$ cat src/rtl/pt_walker.sv
module pt_walker #(
  parameter int VA_W    = 32,
  parameter int FRAME_W = 24,
  parameter int OFF_W   = 12,
  parameter int IDX_W   = 9,
  parameter int TOP_W   = 2
) (
  input  logic                     clk,
  input  logic                     rst_n,
  input  logic                     req_valid,
  output logic                     req_ready,
  input  logic [VA_W-1:0]          req_va,
  input  logic                     req_write,
  input  logic [FRAME_W-1:0]       req_root,
  output logic                     mem_req_valid,
  output logic                     mem_req_write,
  output logic [FRAME_W+OFF_W-1:0] mem_addr,
  output logic [31:0]              mem_wdata,
  input  logic                     mem_rsp_valid,
  input  logic [31:0]              mem_rdata,
  output logic                     res_valid,
  output logic [1:0]               res_fault,
  output logic [1:0]               res_level,
  output logic [FRAME_W+OFF_W-1:0] res_pa,
  input  logic                     res_ack
);
  localparam int SLOT_W = OFF_W - 2;
  localparam int LEAF_LO = OFF_W;
  localparam int MID_LO  = OFF_W + IDX_W;
  localparam int TOP_LO  = OFF_W + 2 * IDX_W;

  typedef enum logic [1:0] {S_IDLE, S_WALK, S_WB, S_DONE} st_t;
  localparam logic [1:0] F_OK = 2'b00, F_NP = 2'b01, F_PROT = 2'b10;

  st_t                st;
  logic [1:0]         lvl;
  logic [FRAME_W-1:0] frame;
  logic [VA_W-1:0]    va;
  logic               wr;
  logic [31:0]        ent;
  logic [1:0]         fault;
  logic [SLOT_W-1:0]  idx;

  always_comb begin
    case (lvl)
      2'd0:    idx = SLOT_W'(va[TOP_LO +: TOP_W]);
      2'd1:    idx = SLOT_W'(va[MID_LO +: IDX_W]);
      default: idx = SLOT_W'(va[LEAF_LO +: IDX_W]);
    endcase
  end

  assign req_ready     = (st == S_IDLE);
  assign mem_req_valid = (st == S_WALK) || (st == S_WB);
  assign mem_req_write = (st == S_WB);
  assign mem_addr      = {frame, idx, 2'b00};
  assign mem_wdata     = ent | 32'h4;
  assign res_valid     = (st == S_DONE);
  assign res_fault     = fault;
  assign res_level     = lvl;
  assign res_pa        = (fault == F_OK) ? {ent[31:32-FRAME_W], va[OFF_W-1:0]} : '0;

  always_ff @(posedge clk) begin
    if (!rst_n) begin
      st    <= S_IDLE;
      lvl   <= '0;
      frame <= '0;
      va    <= '0;
      wr    <= 1'b0;
      ent   <= '0;
      fault <= F_OK;
    end else begin
      case (st)
        S_IDLE: if (req_valid) begin
          va    <= req_va;
          wr    <= req_write;
          frame <= req_root;
          lvl   <= '0;
          fault <= F_OK;
          st    <= S_WALK;
        end
        S_WALK: if (mem_rsp_valid) begin
          ent <= mem_rdata;
          if (!mem_rdata[0]) begin
            fault <= F_NP;
            st    <= S_DONE;
          end else if (wr && !mem_rdata[1]) begin
            fault <= F_PROT;
            st    <= S_DONE;
          end else if (lvl == 2'd2) begin
            fault <= F_OK;
            st    <= (wr && !mem_rdata[2]) ? S_WB : S_DONE;
          end else begin
            frame <= mem_rdata[31:32-FRAME_W];
            lvl   <= lvl + 2'd1;
          end
        end
        S_WB: if (mem_rsp_valid) begin
          ent <= ent | 32'h4;
          st  <= S_DONE;
        end
        default: if (res_ack) st <= S_IDLE;
      endcase
    end
  end
endmodule


$ cat config.mk
export PLATFORM = sky130hd
export DESIGN_NAME = pt_walker
export DESIGN_NICKNAME = d
export VERILOG_FILES = /design/src/rtl/pt_walker.sv
export SDC_FILE = /design/constraint.sdc
export NUM_CORES = 1
export LEC_CHECK = 0
export BUFFER_PORTS_ARGS = -buffer_cell sky130_fd_sc_hd__buf_2
export CORE_MARGIN = 10
export CORE_UTILIZATION = 35
export CTS_CLUSTER_SIZE = 12
export DETAILED_ROUTE_END_ITERATION = 8
export PLACE_DENSITY = 0.73
export SYNTH_ARGS = -nofsm -noshare
export SYNTH_HDL_FRONTEND = slang
export SYNTH_SLANG_ARGS = --single-unit
$ cat constraint.sdc
create_clock -name clk -period 5.7 [get_ports clk]
set_input_delay 0.57 -clock clk [delete_from_list [all_inputs] [get_ports clk]]
set_output_delay 0.57 -clock clk [all_outputs]
set_load 0.02 [all_outputs]
Word-level counts from Yosys, hierarchy flattened
Cells that the tools add are included.

operators by class
  $add $sub $neg = 1
  equal/unequal tests = 12
  muxes and demuxes = 31
  bitwise gates (word level) = 1
  reductions and logical operators = 15

operator list
  kind                                                                   number
  24-bit 2-to-1 mux                                                      5
  32-bit one-hot mux with 2 select lines                                 1
  24-bit one-hot mux with 2 select lines                                 1
  36-bit 2-to-1 mux                                                      1
  2-bit 2-to-1 mux                                                       16
  32-bit 2-to-1 mux                                                      1
  9-bit one-hot mux with 2 select lines                                  1
  2-bit != test, second input constant                                   5
  2-bit one-hot mux with 2 select lines                                  2
  2-bit equality test, second input constant                             3
  2-bit logical NOT                                                      3
  2-bit one-hot mux with 3 select lines                                  1
  6-bit AND reduction                                                    1
  5-bit AND reduction                                                    1
  2-bit by 1-bit equality test with 1-bit output, second input constant  2
  4-bit by 2-bit != test with 1-bit output, second input constant        1
  4-bit AND reduction                                                    1
  4-bit nonzero test                                                     1
  3-bit 2-to-1 mux                                                       1
  3-bit AND reduction                                                    1
  2-bit by 1-bit adder with 2-bit output, second input constant          1
  1-bit logical AND                                                      2
  1-bit logical NOT                                                      2
  2-bit by 1-bit != test with 1-bit output, second input constant        1
  other kinds (5)                                                        5

word-level totals
  bits in registers = 94
  input bits = 94
  output and inout port bits = 112
  word-level logic and storage cells = 67

Longest topological paths before layout
Gate-level depths: netlist of the first run.

  depth after elaboration = 8
  depth in mapped cells = 8
  depth with buffers taken out = 6

Least setup slack after synthesis of the first run
Ideal clock, no wire load.

  path kind = register -> output
  start = reg lvl[0] (netlist: res_level[0])
  end = out mem_addr[10]
  data arrival time = 1.419 ns
  data required time = 5.130 ns
  setup slack = 3.711 ns
  cell stages (with the launch flop) = 5
  path buffers = 1
  cell sequence = dfxtp_1 inv_1 ha_1 clkbuf_2 o21ai_0

between the ends
  longest elaborated chain between the ends = 2
  elaborated cells between the ends (all ways) = 3
  those cells by class = eq/ne: 1; mux: 1; reduce/logical: 1

ends and longest elaborated chain
  what                                                                                        line  text
  start: declaration                                                                          36    logic [1:0] lvl;
  start signal: assignment                                                                    94    lvl <= lvl + 2'd1;
  2-bit by 1-bit equality test with 1-bit output / 2-bit logical NOT (equally long branches)  45    case (lvl)
  9-bit one-hot mux with 2 select lines *                                                     45
  end: declaration                                                                            17    output logic [FRAME_W+OFF_W-1:0] mem_addr,

Every way passes the cells marked *; elsewhere a longest branch is shown, timed or not.

Worst setup path after layout of the first run
  start = reg lvl[1] (netlist: res_level[1])
  end = out mem_addr[9]

Same word-level chain as after synthesis.

==> metrics, run 1 <==
status=complete, no violations; I/O Buffers=201; Most used DFF post-synth=dfxtp_1; Post-Syn Area=4370 um2; area of the multi-input gates=2300 um2; Sink Count=94; Register Area=1880 um2; Global Route met2 Usage=25.4%; unrepaired setup endpoints after global routing=false; HP Class=register to register; Critical Path, Cell by Cell=inv_1 -> ha_1 -> nand2b_1 -> o21ai_0 -> buf_2; vias in the first global route=4252; Placer Congestion=0.742; Synthesis Warnings=0; Worst slew margin=24.8%; die area=17300 um2; hold buffers post-CTS=0; CTS buffer count=9; via count=4070; Hold Slack=457 ps; Ports=206; crit path capture type=output port; Fill cells=1242; fin crit share=42.4%; clock-pin slew on the worst setup and hold paths=60 ps; Clock Path Buffers=2; CTS tree=yes; Fmax=414 MHz; H-tree lvl count=3; top cells by area, synth=dfxtp_1 (43%), nand2_1 (15%), a21boi_0 (11%), mux2i_1 (6.2%), o211a_1 (5.5%); initial antenna violation count=1; required time worst endpoint=5130 ps; slowest stage cell on the critical path=dfxtp_1; Area Growth Syn to Fin=31.5%; final WL=13700 um; Finished Cell Area=5740 um2; WP data arrival=1850 ps; Seq/Total Area, Yosys=43.1%; Unique masters post-synth=30; VDD IR-drop max=0.255 mV; largest net degree at the start of global routing=60; routed len/inst=15.8 um; All-Layer GR Usage=15.5%; crit path launch type=register; Setup TNS=0 ps; initial core utilization=36.1%; Total Power=2.66 mW; GRT busiest layer=met2; setup violators final=0; critical path type=register to output port; Syn Area/Cell=8.41 um2; #FFs+latches synth=94; Async SR Flop Fraction=0%; gr ovfl total=0; Cells after Synth=519; share of the synthesized area in the top cell type=43.1%; core box area=12100 um2; Resized Gates After CTS=0; Pleak=2.86 nW; Final Hold Viols=0; Via density=4.69; grt met3 use=7.62%; CP max stage delay=370 ps; GRT met1 Usage=17.0%; commonest cells after routing, fill and taps aside=buf_2 (201), nand2_1 (170), dfxtp_1 (94); Max Cap Viol=0; number of DRC markers in iteration 0=137; minimum clock period=2420 ps; n_diodes=0; pwr dens=464 nW/um2; Slew Limit Fails=0; first-pass GRT wire length=22000 um; drt first pass iters=4; Die Width=132 um; cell row count=40; Setup Skew=4.19 ps; die height=132 um; CTS Root Cell=clkbuf_16; most common cell after layout, fill and taps aside=buf_2; clock latency on the worst-skew pair=340 ps; layout cells sized above 1=32.1%; Post-CTS Setup Bufs=0; worst slew pin tran=1130 ps; dpl cell area=5450 um2; antenna-violating nets left=0; worst-path maximum fanout=17; Final nets=799; area leader, netlist=dfxtp_1; DP HPWL=10400 um; number of flops mapped to enable cells by yosys=0; DRC=0
## cells in the mapped netlist (2+ instances only)
library cell / count
inv_1: 4
a21boi_0: 64
nand2b_1: 11
dfxtp_1: 94
nand3_1: 3
o211a_1: 24
nand3b_1: 3
o21ai_0: 7
nor2b_1: 4
a21boi_1: 2
a22oi_1: 2
and2_1: 37
mux2i_1: 27
buf_2: 8
ha_1: 9
nand2_1: 170
buf_4: 4
clkbuf_1: 29
conb_1: 2
nor2_1: 5
## final cells by class
type	count	area share (%)
multi-input cells	381	40.1
inverters	4	0.261
repair buffers	206	18.2
well taps	168	3.66
clock inverters	4	0.828
clock buffers	11	4.23
flip-flops and latches	94	32.8
## metal layers
metal  part of all wire, %  vias to the layer above
met1                    43                     1838
met2                    45                      167
met3                    10                       15
met4                   1.8                        2
met5                  0.13                        -
li1                      -                     2048
## registers in the layout, summed over array words and instances (netlist names)
signal	cells
res_fault	2
frame	24
wr	1
res_level	2
va	32
ent	31
st	2
## worst max-delay path: cells and delay by family, from the launching register on
kind / cells / cell delay, ps
flops: 1 / 370
fa+ha+maj: 1 / 370
buf+inv: 2 / 310
compound gates: 1 / 230
simple gates: 1 / 220
## power breakdown
part / internal, mW / switching [mW] / leakage, nW
registers: 0.824 / 0.0994 / 0.770
clock network: 0.348 / 0.248 / 0.141
logic: 0.417 / 0.725 / 1.95
## path summary, 6_finish.rpt
kind,startpoint,end,slack (ps),depth (start not counted)
max reg2reg,st[0],ent[25],3310,6
max,res_level[1],mem_addr[9],3280,5
min reg2reg,va[4],va[4],460,2
min,va[4],va[4],460,2
## metrics by stage
stage                     std cells  util [%]  setup WS (ps)
after floorplan                 521         -           3710
after global placement          853      45.0           3380
after detailed placement        853      45.0           3290
after CTS                       868      47.4           3240
after global routing            868      47.4           3050
final                           868      47.4           3280
## kinds of logic (layout without fill, tap and decap cells)
group	after synthesis	in the layout	synth area share (%)
flops	94	94	43.1
fa+ha+maj	9	9	2.58
simple gates	238	238	24.2
other cells	2	4	0.172
buf+inv	46	225	4.56
mux	27	27	6.19
compound gates	103	103	19.3
No activity file was read; power rests on OpenSTA's default activity.
==> inputs of run 2 (changes only) <==
==> constraint.sdc (replaced) <==
create_clock -name clk -period 2.4 [get_ports clk]
set_input_delay 0.24 -clock clk [delete_from_list [all_inputs] [get_ports clk]]
set_output_delay 0.24 -clock clk [all_outputs]
set_load 0.02 [all_outputs]
==> run 2 against run 1 <==
Compared with the run above: core utilization up 0.80 points; first-iteration DRC count up 18%; via count up 0.71%; cell count up 0.69%; critical endpoint unchanged; highest routed layer is now met4; clock skew up 1.2 ps; wire length about the same; critical path type unchanged; power up 150%; worst setup slack worse by 2900 ps.
==> metrics, run 2 (synthesis gave the netlist of run 1 again) <==
I/O Buffers=201 (unchanged); layout cells sized above 1=32.7% (+0.53 points); largest registers=va (32), ent (31), frame (24); Final nets=802 (+0.38%); All-Layer GR Usage=15.5% (-0.016 points); pwr dens=1120 nW/um2 (+140%); CTS Root Cell=clkbuf_16; Setup Skew=5.42 ps (+1.22 ps); required time worst endpoint=2160 ps (-2970 ps); commonest cells after routing, fill and taps aside=buf_2 (201), nand2_1 (170), dfxtp_1 (94); antenna-violating nets left=0 (unchanged); Pleak=2.91 nW (+1.5%); CP endpoint=mem_addr[9]; largest reg by FF count=va; CTS tree=yes; reg-to-reg setup timing slack=360 ps (-2950 ps); HP Class=primary input to register; Die Width=132 um (unchanged); number of DRC markers in iteration 0=162 (+18%); WP data arrival=1810 ps (-40 ps); final WL=13700 um (about the same); DP Cell Count=856 (+0.35%); Slew Limit Fails=0 (unchanged); unrepaired setup endpoints after global routing=false; H-tree lvl count=3 (unchanged); Final Hold Viols=0 (unchanged); Clock Path Buffers=2 (unchanged); worst-path maximum fanout=17 (unchanged); CTS buffer count=9 (unchanged); Worst slew margin=57.2% (+32 points); routed len/inst=15.7 um (-0.60%); Setup TNS=0 ps (unchanged); die area=17300 um2 (unchanged); critical path startpoint=res_level[1]; hold buffers post-CTS=0 (unchanged); die height=132 um (unchanged); pre-CTS setup slack=359 ps (-2930 ps); cell row count=40 (unchanged); initial antenna violation count=0 (-1); Via density=4.69 (about the same); core box area=12100 um2 (unchanged); Non-Filler Instances=874 (+0.69%); setup ws final=352 ps (-2930 ps); clock-pin slew on the worst setup and hold paths=70 ps (about the same); status=complete, no violations; Area Growth Syn to Fin=33.7%; Ports=206 (unchanged); setup violators final=0 (unchanged); VDD IR-drop max=0.566 mV (+120%); minimum clock period=2050 ps; critical path type=register to output port; reg2reg start=st[0]; Resized Gates After CTS=0 (unchanged); Fmax=488 MHz; area of the multi-input gates=2300 um2 (unchanged); fin crit share=85.3%; initial core utilization=36.1% (unchanged); DRC=0 (unchanged); number of flip-flops in the largest register=32 (unchanged); drt first pass iters=4 (unchanged); path depth of the worst reg2reg path=6 (unchanged); most common cell after layout, fill and taps aside=buf_2; Sink Count=94 (unchanged); clock latency on the worst-skew pair=350 ps (about the same); via count=4099 (+0.71%); Register Area=1880 um2 (unchanged); Finished Cell Area=5840 um2 (+1.7%); Placer Congestion=0.795 (+7.2%); dpl cell area=5500 um2 (+0.87%); largest net degree at the start of global routing=53 (-12%); Post-CTS Setup Bufs=0 (unchanged); Max Cap Viol=0 (unchanged); worst slew pin tran=642 ps (-483 ps); DP HPWL=10500 um (+0.26%); crit path capture type=output port; Fill cells=1243 (+0.081%); vias in the first global route=4181 (-1.7%); gr ovfl total=0 (unchanged); FF-to-FF End=st[0]; crit path launch type=register; first-pass GRT wire length=21900 um (-0.69%)
run 2: changes by cell type in the layout (fill, tap and decap cells not counted):
cell,before,now
diode_2,0,2
clkinv_2,2,1
buf_4,5,6
clkbuf_1,1,0
bufinv_16,1,2
buf_12,0,2
clkinv_4,0,1
clkbuf_8,1,2
run 2: cell type report:
type	count	area share, %
diodes	2	0.0857
clock buffers	11	4.33
clock inverters	5	1.39
inverters	4	0.257
multi-input cells	381	39.4
flip-flops and latches	94	32.2
well taps	168	3.60
repair buffers	209	18.7
run 2: critical path: stages (launching register included):
cell and delay, ps:
dfxtp_1 370, inv_1 70, ha_1 370, nand2b_1 230, o21ai_0 200, buf_2 220
run 2: power by group:
group,switching (mW),internal (mW)
Combinational,1.76,1.03
Sequential,0.227,1.96
Clock,0.603,0.969
Total,2.59,3.96
run 2: worst min-delay path by stage:
stage / from / to / slack [ps] / cells past startpoint
after floorplan: mem_rdata[0] / ent[0] / 380 / 2
after global placement: va[0] / va[0] / 450 / 2
after detailed placement: va[4] / va[4] / 450 / 2
after CTS: req_va[5] / va[5] / 120 / 3
after global routing: req_write / wr / 140 / 3
final: req_va[5] / va[5] / 140 / 3
run 2: through the flow:
stage                     hold WS, ps  utilization, %  total power, mW
after CTS                         122            48.2             6.65
after detailed placement          451            45.4             5.05
after global routing              141            48.2             6.97
after floorplan                   385               -             4.12
final                             139            48.2             6.55
after global placement            447            45.4             5.01
run 2: metal layers:
layer,GRT usage [%],vias up,wire (um)
met5,0,-,0
met3,8.50,18,1580
met1,17.0,1854,5810
met2,24.4,161,6060
li1,-,2066,-
met4,6.55,0,264
==> inputs of run 3 (changes only) <==
==> constraint.sdc (replaced) <==
create_clock -name clk -period 2.4 [get_ports clk]
set_input_delay 0.48 -clock clk [delete_from_list [all_inputs] [get_ports clk]]
set_output_delay 0.48 -clock clk [all_outputs]
set_load 0.02 [all_outputs]
==> run 3 against run 2 <==
Compared with the run above: sequential share of layout area is 0.29 points higher; first-iteration DRC count is 4.9% higher; core utilization is 0.42 points lower; combinational power hardly changed; critical path depth stayed put; count of clock-buffer cells in the layout is 1 lower; fmax is 7.7% lower; non-clock buffer count is 3 higher; clock skew is 7.4 ps higher; highest routed layer is now met5; via count is 1.2% lower; critical endpoint unchanged.
==> metrics, run 3 (synthesis gave the netlist of run 1 again) <==
DP HPWL=10700 um (+2.5%); drt first pass iters=6 (+2); most common cell after layout, fill and taps aside=buf_2; number of DRC markers in iteration 0=170 (+4.9%); dpl cell area=5520 um2 (+0.41%); Clock Path Buffers=2 (unchanged); All-Layer GR Usage=15.9% (+0.37 points); die area=17300 um2 (unchanged); status=complete, no violations; vias in the first global route=4307 (+3.0%); grt met3 use=8.54% (+0.038 points); CTS Root Cell=clkbuf_16; largest registers=va (32), ent (31), frame (24); first-pass GRT wire length=22400 um (+2.4%); HP Class=primary input to register; worst path bufs/invs=2 (unchanged); Sink Count=94 (unchanged); gr ovfl total=0 (unchanged); number of flip-flops in the largest register=32 (unchanged); die height=132 um (unchanged); Post-CTS Setup Bufs=0 (unchanged); CTS tree=yes; Via density=4.63 (-1.2%); crit path launch type=register; slowest stage cell on the critical path=dfxtp_1; Fmax=451 MHz (-7.7%); Pleak=2.88 nW (-0.84%); final core occ=47.8% (-0.42 points); Resized Gates After CTS=0 (unchanged); antenna-violating nets left=0 (unchanged); pre-CTS setup slack=376 ps (+17.7 ps); commonest cells after routing, fill and taps aside=buf_2 (201), nand2_1 (170), dfxtp_1 (94); via count=4050 (-1.2%); clock latency on the worst-skew pair=350 ps (about the same); Worst slew margin=56.4% (-0.76 points); initial antenna violation count=1 (+1); required time worst endpoint=1920 ps (-240 ps); setup ws final=182 ps (-171 ps); initial core utilization=36.1% (unchanged); Setup Skew=12.9 ps (+7.44 ps); crit path capture type=output port; routed len/inst=16.0 um (+1.7%); setup violators final=0 (unchanged); Slew Limit Fails=0 (unchanged); final WL=13900 um (+1.7%); H-tree lvl count=3 (unchanged); Setup TNS=0 ps (unchanged); n_diodes=0 (-2); Ports=206 (unchanged); DRC=0 (unchanged); clock-pin slew on the worst setup and hold paths=70 ps (about the same); core box area=12100 um2 (unchanged); Final Hold Viols=0 (unchanged); GRT met1 Usage=17.9% (+0.86 points); critical path type=register to output port; hold buffers post-CTS=0 (unchanged); Global Route met2 Usage=24.2% (-0.14 points); WP data arrival=1740 ps (-70 ps); worst slew pin tran=653 ps (+11.5 ps); largest net degree at the start of global routing=45 (-15%); Critical Path, Cell by Cell=inv_1 -> ha_1 -> nand2b_1 -> o21ai_0 -> buf_2; Die Width=132 um (unchanged); CP top delay family=flip-flops; Max Cap Viol=0 (unchanged); VDD IR-drop max=0.488 mV (-14%); worst-path maximum fanout=17 (unchanged); layout cells sized above 1=32.7% (+0.049 points); Fill cells=1255 (+0.97%); GRT busiest layer=met2; unrepaired setup endpoints after global routing=false; Area Growth Syn to Fin=32.5%; I/O Buffers=201 (unchanged); Total Power=6.32 mW (-3.4%); pwr dens=1090 nW/um2 (-2.6%); CTS buffer count=9 (unchanged); minimum clock period=2220 ps (+171 ps); Finished Cell Area=5790 um2 (-0.88%); cell row count=40 (unchanged); fin crit share=92.4% (+7.1 points); largest reg by FF count=va; Final nets=805 (+0.37%); Placer Congestion=0.848 (+6.6%); CP max stage delay=380 ps (about the same)
run 3: routing by layer:
layer | share of wire (%) | up-vias
met5 | 0.093 | -
met4 | 2.4 | 2
met3 | 11 | 19
met2 | 43 | 166
met1 | 43 | 1802
li1 | - | 2061
run 3: worst min-delay path, delay by kind of cell:
kind	cells	cell delay, ps
AND/OR/NAND/NOR	1	40
AO/OA/AOI/OAI	1	60
buffers and inverters	1	90
run 3: worst paths after layout:
check	startpoint	to	slack (ps)	depth (start not counted)
worst max register to register	st[0]	frame[20]	380	7
worst min-delay path	req_va[1]	va[1]	370	3
worst max-delay path	res_level[1]	mem_addr[9]	180	5
worst min register to register	ent[0]	ent[0]	460	2
run 3: through the flow:
step                      hold WS, ps  std cells
final                             372        874
after CTS                         365        874
after floorplan                   439        521
after global routing              380        874
after global placement            446        859
after detailed placement          452        859
run 3: final cells by class:
cell class              instances  area (um2)  share of cell area (%)
clock buffers                  10         229                    3.96
multi-input cells             381        2300                    39.8
clock inverters                 5        36.3                   0.627
repair buffers                212        1110                    19.2
inverters                       4        15.0                   0.259
flip-flops and latches         94        1880                    32.5
well taps                     168         210                    3.63
run 3: report_power, final:
group	switching (mW)	total [mW]	leakage (nW)	internal, mW
Combinational	1.76	2.82	1.99	1.06
Sequential	0.232	2.19	0.770	1.96
Clock	0.620	1.32	0.121	0.699
Total	2.61	6.32	2.88	3.71
